$ cat config.mk
export PLATFORM = sky130hd
export DESIGN_NAME = farrow_x8_interp
export DESIGN_NICKNAME = d
export VERILOG_FILES = /design/src/rtl/farrow_x8_pkg.sv /design/src/rtl/farrow_x8_mulblk.sv /design/src/rtl/farrow_x8_bank.sv /design/src/rtl/farrow_x8_weigh.sv /design/src/rtl/farrow_x8_interp.sv
export SDC_FILE = /design/constraint.sdc
export NUM_CORES = 2
export LEC_CHECK = 0
export BUFFER_PORTS_ARGS = -buffer_cell sky130_fd_sc_hd__buf_2
export CAP_MARGIN = 15
export CORE_UTILIZATION = 55
export CTS_CLUSTER_DIAMETER = 80
export CTS_CLUSTER_SIZE = 40
export DETAILED_ROUTE_END_ITERATION = 10
export PLACE_DENSITY_LB_ADDON = 0.15
export SLEW_MARGIN = 15
export SYNTH_ARGS = -nofsm -noshare
export SYNTH_HDL_FRONTEND = slang
export SYNTH_SLANG_ARGS = --single-unit
$ cat constraint.sdc
create_clock -name clk -period 14.18 [get_ports clk]
set_clock_uncertainty 0.05 [all_clocks]
set_input_delay 2.127 -clock clk [delete_from_list [all_inputs] [get_ports clk]]
set_output_delay 2.127 -clock clk [all_outputs]
set_load 0.02 [all_outputs]
$ cat src/rtl/farrow_x8_pkg.sv
package farrow_x8_pkg;
    localparam int PHASES  = 8;
    localparam int PH_W    = $clog2(PHASES);
    localparam int TAPS    = 4;
    localparam int POWERS  = 4;
    localparam int COEF_SH = 11;   // bank coefficient scale 2^11
    localparam int FRAC_SH = 20;   // combined scale after dropping common factor 8

    typedef enum logic [0:0] {
        LOAD_WAIT = 1'b0,
        BURST     = 1'b1
    } fsm_state_t;
endpackage

$ cat src/rtl/farrow_x8_mulblk.sv
// Shared shift-and-add block: every bank constant times the input sample.
module farrow_x8_mulblk #(
    parameter int IN_W = 16,
    parameter int PW   = IN_W + 13
) (
    input  logic signed [IN_W-1:0] x,
    output logic signed [PW-1:0]   k128,
    output logic signed [PW-1:0]   k512,
    output logic signed [PW-1:0]   k1024,
    output logic signed [PW-1:0]   k1152,
    output logic signed [PW-1:0]   k2304,
    output logic signed [PW-1:0]   k85,
    output logic signed [PW-1:0]   k341
);
    logic signed [PW-1:0] xe, x5, x9;

    always_comb begin
        xe    = {{(PW-IN_W){x[IN_W-1]}}, x};
        x5    = (xe <<< 2) + xe;          // 5x
        x9    = (xe <<< 3) + xe;          // 9x
        k85   = (x5 <<< 4) + x5;          // 80x + 5x
        k341  = (xe <<< 8) + k85;         // 256x + 85x
        k1152 = x9 <<< 7;
        k2304 = x9 <<< 8;
        k128  = xe <<< 7;
        k512  = xe <<< 9;
        k1024 = xe <<< 10;
    end
endmodule

$ cat src/rtl/farrow_x8_bank.sv
// Four transposed-form 4-tap subfilters fed by one product set.
module farrow_x8_bank #(
    parameter int PW = 29,
    parameter int CW = PW + 2
) (
    input  logic                 clk,
    input  logic                 rst,
    input  logic                 load,
    input  logic signed [PW-1:0] k128,
    input  logic signed [PW-1:0] k512,
    input  logic signed [PW-1:0] k1024,
    input  logic signed [PW-1:0] k1152,
    input  logic signed [PW-1:0] k2304,
    input  logic signed [PW-1:0] k85,
    input  logic signed [PW-1:0] k341,
    output logic signed [CW-1:0] c_q [farrow_x8_pkg::POWERS]
);
    import farrow_x8_pkg::*;

    logic signed [PW-1:0] p [POWERS][TAPS];

    always_comb begin
        p[0][0] = -k128;  p[0][1] =  k1152; p[0][2] =  k1152; p[0][3] = -k128;
        p[1][0] =  k85;   p[1][1] = -k2304; p[1][2] =  k2304; p[1][3] = -k85;
        p[2][0] =  k512;  p[2][1] = -k512;  p[2][2] = -k512;  p[2][3] =  k512;
        p[3][0] = -k341;  p[3][1] =  k1024; p[3][2] = -k1024; p[3][3] =  k341;
    end

    for (genvar m = 0; m < POWERS; m++) begin : g_sub
        logic signed [CW-1:0] pe [TAPS];
        logic signed [CW-1:0] s_q [TAPS-1];

        for (genvar n = 0; n < TAPS; n++) begin : g_ext
            assign pe[n] = {{(CW-PW){p[m][n][PW-1]}}, p[m][n]};
        end

        always_ff @(posedge clk) begin
            if (rst) begin
                c_q[m] <= '0;
                for (int i = 0; i < TAPS-1; i++) s_q[i] <= '0;
            end else if (load) begin
                c_q[m] <= pe[0] + s_q[0];
                for (int i = 0; i < TAPS-2; i++) s_q[i] <= pe[i+1] + s_q[i+1];
                s_q[TAPS-2] <= pe[TAPS-1];
            end
        end
    end
endmodule

$ cat src/rtl/farrow_x8_weigh.sv
// Applies the phase weights d, d^2, d^3 by shift-and-add selection, then rounds and saturates.
module farrow_x8_weigh #(
    parameter int CW    = 31,
    parameter int OUT_W = 16
) (
    input  logic signed [CW-1:0]               c0,
    input  logic signed [CW-1:0]               c1,
    input  logic signed [CW-1:0]               c2,
    input  logic signed [CW-1:0]               c3,
    input  logic [farrow_x8_pkg::PH_W-1:0]     phase,
    output logic signed [OUT_W-1:0]            y
);
    import farrow_x8_pkg::*;

    localparam int ACC_W = CW + 12;
    localparam logic signed [ACC_W-1:0] HALF  = {{(ACC_W-1){1'b0}}, 1'b1} <<< (FRAC_SH-1);
    localparam logic signed [ACC_W-1:0] MAXV  = {{(ACC_W-OUT_W+1){1'b0}}, {(OUT_W-1){1'b1}}};
    localparam logic signed [ACC_W-1:0] MINV  = {{(ACC_W-OUT_W+1){1'b1}}, {(OUT_W-1){1'b0}}};

    logic signed [ACC_W-1:0] e0, e1, e2, e3;
    logic signed [ACC_W-1:0] e1x3, e2x9, e3x3, e3x27;
    logic signed [ACC_W-1:0] t1, t2, t3, acc, q;

    always_comb begin
        e0 = {{(ACC_W-CW){c0[CW-1]}}, c0};
        e1 = {{(ACC_W-CW){c1[CW-1]}}, c1};
        e2 = {{(ACC_W-CW){c2[CW-1]}}, c2};
        e3 = {{(ACC_W-CW){c3[CW-1]}}, c3};
        e1x3  = (e1 <<< 1) + e1;
        e2x9  = (e2 <<< 3) + e2;
        e3x3  = (e3 <<< 1) + e3;
        e3x27 = (e3x3 <<< 3) + e3x3;

        // phase k -> j = k - 4
        unique case (phase)
            3'd0: begin t1 = -(e1 <<< 2); t2 = e2 <<< 4; t3 = -(e3 <<< 6); end
            3'd1: begin t1 = -e1x3;       t2 = e2x9;     t3 = -e3x27;      end
            3'd2: begin t1 = -(e1 <<< 1); t2 = e2 <<< 2; t3 = -(e3 <<< 3); end
            3'd3: begin t1 = -e1;         t2 = e2;       t3 = -e3;         end
            3'd4: begin t1 = '0;          t2 = '0;       t3 = '0;          end
            3'd5: begin t1 = e1;          t2 = e2;       t3 = e3;          end
            3'd6: begin t1 = e1 <<< 1;    t2 = e2 <<< 2; t3 = e3 <<< 3;    end
            3'd7: begin t1 = e1x3;        t2 = e2x9;     t3 = e3x27;       end
            default: begin t1 = '0;       t2 = '0;       t3 = '0;          end
        endcase

        acc = (e0 <<< 9) + (t1 <<< 6) + (t2 <<< 3) + t3 + HALF;
        q   = acc >>> FRAC_SH;
        if (q > MAXV)      y = MAXV[OUT_W-1:0];
        else if (q < MINV) y = MINV[OUT_W-1:0];
        else               y = q[OUT_W-1:0];
    end
endmodule

$ cat src/rtl/farrow_x8_interp.sv
module farrow_x8_interp #(
    parameter int IN_W = 16
) (
    input  logic                                 clk,
    input  logic                                 rst,
    input  logic                                 in_valid,
    input  logic signed [IN_W-1:0]               in_sample,
    output logic                                 in_ready,
    output logic                                 out_valid,
    output logic [farrow_x8_pkg::PH_W-1:0]       out_phase,
    output logic signed [IN_W-1:0]               out_sample
);
    import farrow_x8_pkg::*;

    localparam int PW = IN_W + 13;
    localparam int CW = PW + 2;
    localparam logic [PH_W-1:0] LAST_PH = PH_W'(PHASES - 1);

    fsm_state_t       state_q;
    logic [PH_W-1:0]  phase_q;
    logic             accept;

    logic signed [PW-1:0] k128, k512, k1024, k1152, k2304, k85, k341;
    logic signed [CW-1:0] c_q [POWERS];

    assign accept = in_valid && (state_q == LOAD_WAIT);

    // state register
    always_ff @(posedge clk) begin
        if (rst) begin
            state_q <= LOAD_WAIT;
            phase_q <= '0;
        end else begin
            unique case (state_q)
                LOAD_WAIT: if (accept) begin      // accept
                    state_q <= BURST;
                    phase_q <= '0;
                end
                BURST: if (phase_q == LAST_PH) begin   // drain
                    state_q <= LOAD_WAIT;
                    phase_q <= '0;
                end else begin                          // step
                    phase_q <= phase_q + 1'b1;
                end
                default: state_q <= LOAD_WAIT;
            endcase
        end
    end

    // outputs
    always_comb begin
        unique case (state_q)
            LOAD_WAIT: begin in_ready = 1'b1; out_valid = 1'b0; end
            BURST:     begin in_ready = 1'b0; out_valid = 1'b1; end
            default:   begin in_ready = 1'b0; out_valid = 1'b0; end
        endcase
        out_phase = phase_q;
    end

    farrow_x8_mulblk #(.IN_W(IN_W), .PW(PW)) u_mul (
        .x(in_sample), .k128(k128), .k512(k512), .k1024(k1024),
        .k1152(k1152), .k2304(k2304), .k85(k85), .k341(k341)
    );

    farrow_x8_bank #(.PW(PW), .CW(CW)) u_bank (
        .clk(clk), .rst(rst), .load(accept),
        .k128(k128), .k512(k512), .k1024(k1024),
        .k1152(k1152), .k2304(k2304), .k85(k85), .k341(k341),
        .c_q(c_q)
    );

    farrow_x8_weigh #(.CW(CW), .OUT_W(IN_W)) u_weigh (
        .c0(c_q[0]), .c1(c_q[1]), .c2(c_q[2]), .c3(c_q[3]),
        .phase(phase_q), .y(out_sample)
    );
endmodule

Word-level counts from Yosys, hierarchy flattened

Memories as Yosys holds them, arrays and structs flattened.
Index checks and enable logic that the tools add are counted.

Bitwise operators: 13
Reductions and logical operators: 5
Equality and inequality tests: 8
Multipliers: 0
Order comparisons: 2
$add $sub $neg: 39
Shift-type cells: 0
Div/mod/pow operators: 0
Multiplexer cells: 29

Operator list:

| cell                   | number |
|---|---|
| $mux 31                | 12 |
| $pmux 43 s8            | 1 |
| $pmux 37 s8            | 1 |
| $pmux 40 s5            | 1 |
| $add 29x31->31         | 6 |
| $add 43x43->43         | 3 |
| $add 32x31->33         | 2 |
| $add 27x31->31         | 2 |
| $neg 25->29            | 2 |
| $add 40x43->43         | 1 |
| $add 43x21->43 const B | 1 |
| $neg 31->43            | 1 |
| $neg 34->43            | 1 |
| $neg 37->43            | 1 |
| $neg 43->43            | 1 |
| $neg 31->37            | 1 |
| $neg 32->37            | 1 |
| $neg 33->37            | 1 |
| $neg 37->37            | 1 |
| $add 34x31->35         | 1 |
| $mux 16                | 2 |
| $add 24x31->31         | 1 |
| $add 25x31->31         | 1 |
| $add 26x31->31         | 1 |
| 25 further kinds       | 50 |

Bits in latches: 0
Memory bits (writable): 372
Input bits: 19
Bits in read-only memories: 0
Flip-flop bits (word level): 128
Memories: 4

Memories:

| name                | depth | bits a word | read ports | clocked after Yosys merged registers in | write ports | line                 | RTL |
|---|---|---|---|---|---|---|---|
| u_bank.g_sub[0].s_q | 3     | 31          | 3          | 0                                       | 3           | farrow_x8_bank.sv:31 | `logic signed [CW-1:0] s_q [TAPS-1];` |
| u_bank.g_sub[1].s_q | 3     | 31          | 3          | 0                                       | 3           | farrow_x8_bank.sv:31 |  |
| u_bank.g_sub[2].s_q | 3     | 31          | 3          | 0                                       | 3           | farrow_x8_bank.sv:31 |  |
| u_bank.g_sub[3].s_q | 3     | 31          | 3          | 0                                       | 3           | farrow_x8_bank.sv:31 |  |

Longest topological paths before layout

Depth after elaboration: 10
Mapped depth: 49

By module

From an unflattened synthesis, not the netlist that was laid out.

Cell total of the unflattened synthesis: 7109
Area total of the unflattened synthesis: 59124.2 sq um

Modules (own cells, without submodules):

| module           | times used | cells each | area each (sq um) | seq. area each (sq um) |
|---|---|---|---|---|
| farrow_x8_bank   | 1          | 3972       | 36926.7           | 13412.9 |
| farrow_x8_weigh  | 1          | 2628       | 18258.8           | 0.0 |
| farrow_x8_mulblk | 1          | 490        | 3739.8            | 0.0 |
| farrow_x8_interp | 1          | 19         | 198.9             | 80.1 |

Least setup slack after synthesis

No wires, ideal clock.

Path kind: in2reg
Start point: input rst
End point: register u_bank.c_q[3] (netlist name)
Arrival: 11.662 ns
Library setup time: 0.530 ns
Slack: 1.938 ns
Cell stages on the path: 6
Required time: 13.600 ns
Path through: clkbuf_1 nor2_1 inv_1 clkbuf_1 clkbuf_1 o32ai_1

RTL lines:

| item                          | line                  | RTL |
|---|---|---|
| start, declared               | farrow_x8_interp.sv:5 | `input logic rst,` |
| end signal, assigned by index | farrow_x8_bank.sv:42  | `c_q[m] <= pe[0] + s_q[0];` |
| end, declared                 | farrow_x8_bank.sv:16  | `output logic signed [CW-1:0] c_q [farrow_x8_pkg::POWERS]` |

Final worst setup path

Start point: register u_bank.c_q[1] (netlist name)
End point: output out_sample[8]

Word-level cells in the longest chain between the ends: 9
Elaborated cells on any way between the ends: 13

RTL lines:

| item               | line                   | RTL |
|---|---|---|
| $add 32x31->33     | farrow_x8_weigh.sv:31  | `e3x3 = (e3 <<< 1) + e3;` |
| $add 43x43->43     | farrow_x8_weigh.sv:32  | `e3x27 = (e3x3 <<< 3) + e3x3;` |
| $neg 43->43        | farrow_x8_weigh.sv:37  | `3'd1: begin t1 = -e1x3; t2 = e2x9; t3 = -e3x27; end` |
| $pmux 43 s8 (*)    | farrow_x8_weigh.sv:35  | `unique case (phase)` |
| $add 43x43->43 (*) | farrow_x8_weigh.sv:47  | `acc = (e0 <<< 9) + (t1 <<< 6) + (t2 <<< 3) + t3 + HALF;` |
| $add 43x21->43 (*) | farrow_x8_weigh.sv:47  |  |
| $lt 23x16->1       | farrow_x8_weigh.sv:50  | `else if (q < MINV) y = MINV[OUT_W-1:0];` |
| $mux 16            | farrow_x8_weigh.sv:50  |  |
| $mux 16 (*)        | farrow_x8_weigh.sv:49  | `if (q > MAXV) y = MAXV[OUT_W-1:0];` |
| end, declared      | farrow_x8_interp.sv:11 | `output logic signed [IN_W-1:0] out_sample` |

Every way passes the cells marked *; elsewhere a longest branch is shown, timed or not.

==> impl_metrics.ini <==
[setup_path]
r2r-end = u_bank.c_q[29]
startpoint = u_bank.c_q[1]
reg2regPathDepth = 18
startpoint_type = register
critical_path.slowest_cell = or4b_4
cp_data_arrival_time_ns = 11.33
path_class = reg -> out
cpMostUsedCell = a21oi_1
ff2ff_setup_slack_ns = 8.75
setup.worst_path.end_class = output port
endpoint = out_sample[8]
crit_path_max_fanout = 14
reg2reg_from = u_bank.g_sub[3].s_q[0][1]
cp.required_ns = 12.00
max_stage_delay_ns = 0.58

[final_layout]
n_antenna_cell = 0
area_growth_pct = 5.925
final_nets = 5517
fillers = 6831
final_cell_mix = ha_1, nor2_1, inv_1
postLayoutCellArea_mm2 = 0.04478
layout-drive-gt1-share_pct = 4.643
layout_commonest_cell = ha_1
finish.utilization_pct = 58.96

[cts]
clockBufferDepth = 3
cts.sinks = 408
cts_tree = yes
cts_buffers = 31
ctsRootBufferMaster = clkbuf_16
ctsHoldBuffers = 0
clkTransAtPathRegs_ns = 0.08
htree_levels = 1
clk_latency_ns = 0.67

[grt]
grt.overflow.total = 0
groute.usage.overall_pct = 29.35
antenna_found_initial = 1
grt_pass1_wl_um = 182300
grt_pass1_vias = 34290
grt_max_degree = 205

[routing]
via_count = 35700
ant_nets = 0
vias_per_cell = 6.053
drt-total-wl_um = 116200
dr.max_layer_used = met4
routed-wl-met3_um = 5852
drt_pass1_iterations = 7
wl_met1_um = 53300
wl_per_cell_um = 19.70
dr_wl_met2_um = 52890
drt-initial-drc-count = 2686
drc = 0

[synthesis]
synth-seq-cells = 408
yosysWarnings = 0
synthFlopType = edfxtp_1
ys_seq_area_share_pct = 26.38
synth_edf_count = 298
synth_top_area_share_pct = 21.17
yosys.area.top_type = edfxtp_1
syn_area_per_cell_um2 = 8.670
syn-num-nets = 5550
synth_area_mm2 = 0.04227
yosysUniqueCellTypes = 107
synthArstFlopShare_pct = 0
yosys-top-cells-area = edfxtp_1, ha_1, xnor2_1
syn_inst = 4876

[sta]
post-route-min-period_ns = 13.51
finalHoldViolations = 0
setup_viol = 0
relSlewSlack_pct = 20.36
fin_crit_sh_pct = 95.24
clock.fmax_ghz = 0.07404
maxSlewViolCount = 0
worst_pin_slew_ns = 1.195

[die]
dieArea_mm2 = 0.07797
io_pins = 40
rows = 101
fp.dieW_um = 279.2
start_util_pct = 55.66
die_y_um = 279.2
core_mm2 = 0.07595

[pwr]
vdd_drop_max_mv = 0.4351
power_density_mw_per_mm2 = 242.0
leakage_nw = 19.36

[placement]
port_buffers = 39
placed_area_mm2 = 0.04351
dp_hpwl_um = 88750
globalplace.congestion = 0.9625

[status]
status = complete, no violations

[hold_path]
hold_path_depth = 2
min_path_type = reg -> reg

[run]
max_cap_violations = 0
per-stage QoR:
stage / TNS [ns] / hold WS [ns] / instances / total power, mW / setup WS [ns]
detailed placement: 0 / 0.4484 / 5833 / 9.594 / 0.8795
global placement: 0 / 0.4399 / 5833 / 9.491 / 1.078
CTS: 0 / 0.4590 / 5891 / 10.62 / 0.1368
finish: 0 / 0.4502 / 5898 / 10.84 / 0.6744
floorplan: 0 / 0.4074 / 4876 / 7.511 / 1.938
global route: -0.05555 / 0.4721 / 5898 / 11.72 / -0.02715
registers in the layout, summed over array words and instances (netlist names):
register,cells
u_bank.c_q,106
out_phase,3
u_bank.g_sub.s_q,298
state_q,1
cells by family (layout without fill, tap and decap cells):
family	count (synthesis)	in the layout	share of synthesized area, %
and+or+nand+nor	1373	1374	15.82
muxes	3	3	0.07400
adders and majority gates	657	657	20.78
buffers and inverters	565	556	5.064
DFF	408	408	26.38
AOI/OAI and AO/OA	1384	1384	21.71
xor gates and xnor gates	486	486	10.17
worst min path at each step:
stage	end	from	slack, ns
floorplan	u_bank.c_q[107]	u_bank.c_q[107]	0.41
global placement	u_bank.c_q[107]	u_bank.c_q[107]	0.44
detailed placement	u_bank.c_q[107]	u_bank.c_q[107]	0.45
CTS	u_bank.c_q[107]	u_bank.c_q[107]	0.46
global route	u_bank.c_q[107]	u_bank.c_q[107]	0.47
finish	u_bank.c_q[107]	u_bank.c_q[107]	0.45
power by group:
group	leakage [nW]	switching [mW]	total, mW	internal (mW)
Combinational	14.7	5.07	8.23	3.16
Sequential	4.13	0.149	1.62	1.47
Clock	0.525	0.528	0.979	0.451
Total	19.4	5.75	10.8	5.09
cell usage after synthesis, types with 38 or more instances:
cell / instances
nand2b_1: 68
nor2b_1: 61
ha_1: 579
a221o_1: 76
o22ai_1: 55
xnor2_1: 370
edfxtp_1: 298
o21bai_1: 71
and2_1: 86
and3_1: 63
or3_1: 39
fa_1: 76
nand3_1: 82
nand2_1: 232
o21ai_0: 314
inv_1: 420
a21oi_1: 352
nor3_1: 133
xor2_1: 113
a221oi_1: 57
a21o_1: 92
o21a_1: 54
a21boi_0: 38
nor2_1: 506
clkbuf_1: 134
dfxtp_1: 110
routing by layer:
layer / GRT usage, % / up-vias
li1: - / 17590
met1: 39.72 / 16980
met2: 49.09 / 929
met3: 2.636 / 198
met4: 9.848 / 0
met5: 0 / -
worst max-delay path: cells and delay by family, from the launching register on:
family,cells,cell delay [ns]
flops,1,0.36
xor+xnor,4,0.90
simple gates,15,3.46
compound gates,19,3.21
fa+ha+maj,7,2.57
buf+inv,2,0.21
cell type report:
cell class,count,area [um2],area share (%)
sequential,408,11150,24.90
inverter,423,1595,3.563
multi-input combinational,3904,29170,65.15
clock buffer,33,783.3,1.749
tap,1030,1289,2.878
clock inverter,25,297.8,0.6650
timing repair buffer,75,490.5,1.095
repair_timing:
action / 4_1_cts / 5_1_grt
gates resized for setup: 0 / 26
buffers inserted: 0 / 6
setup endpoints to repair: 0 / 16
Note: power is estimated with default switching activity, not from simulation.
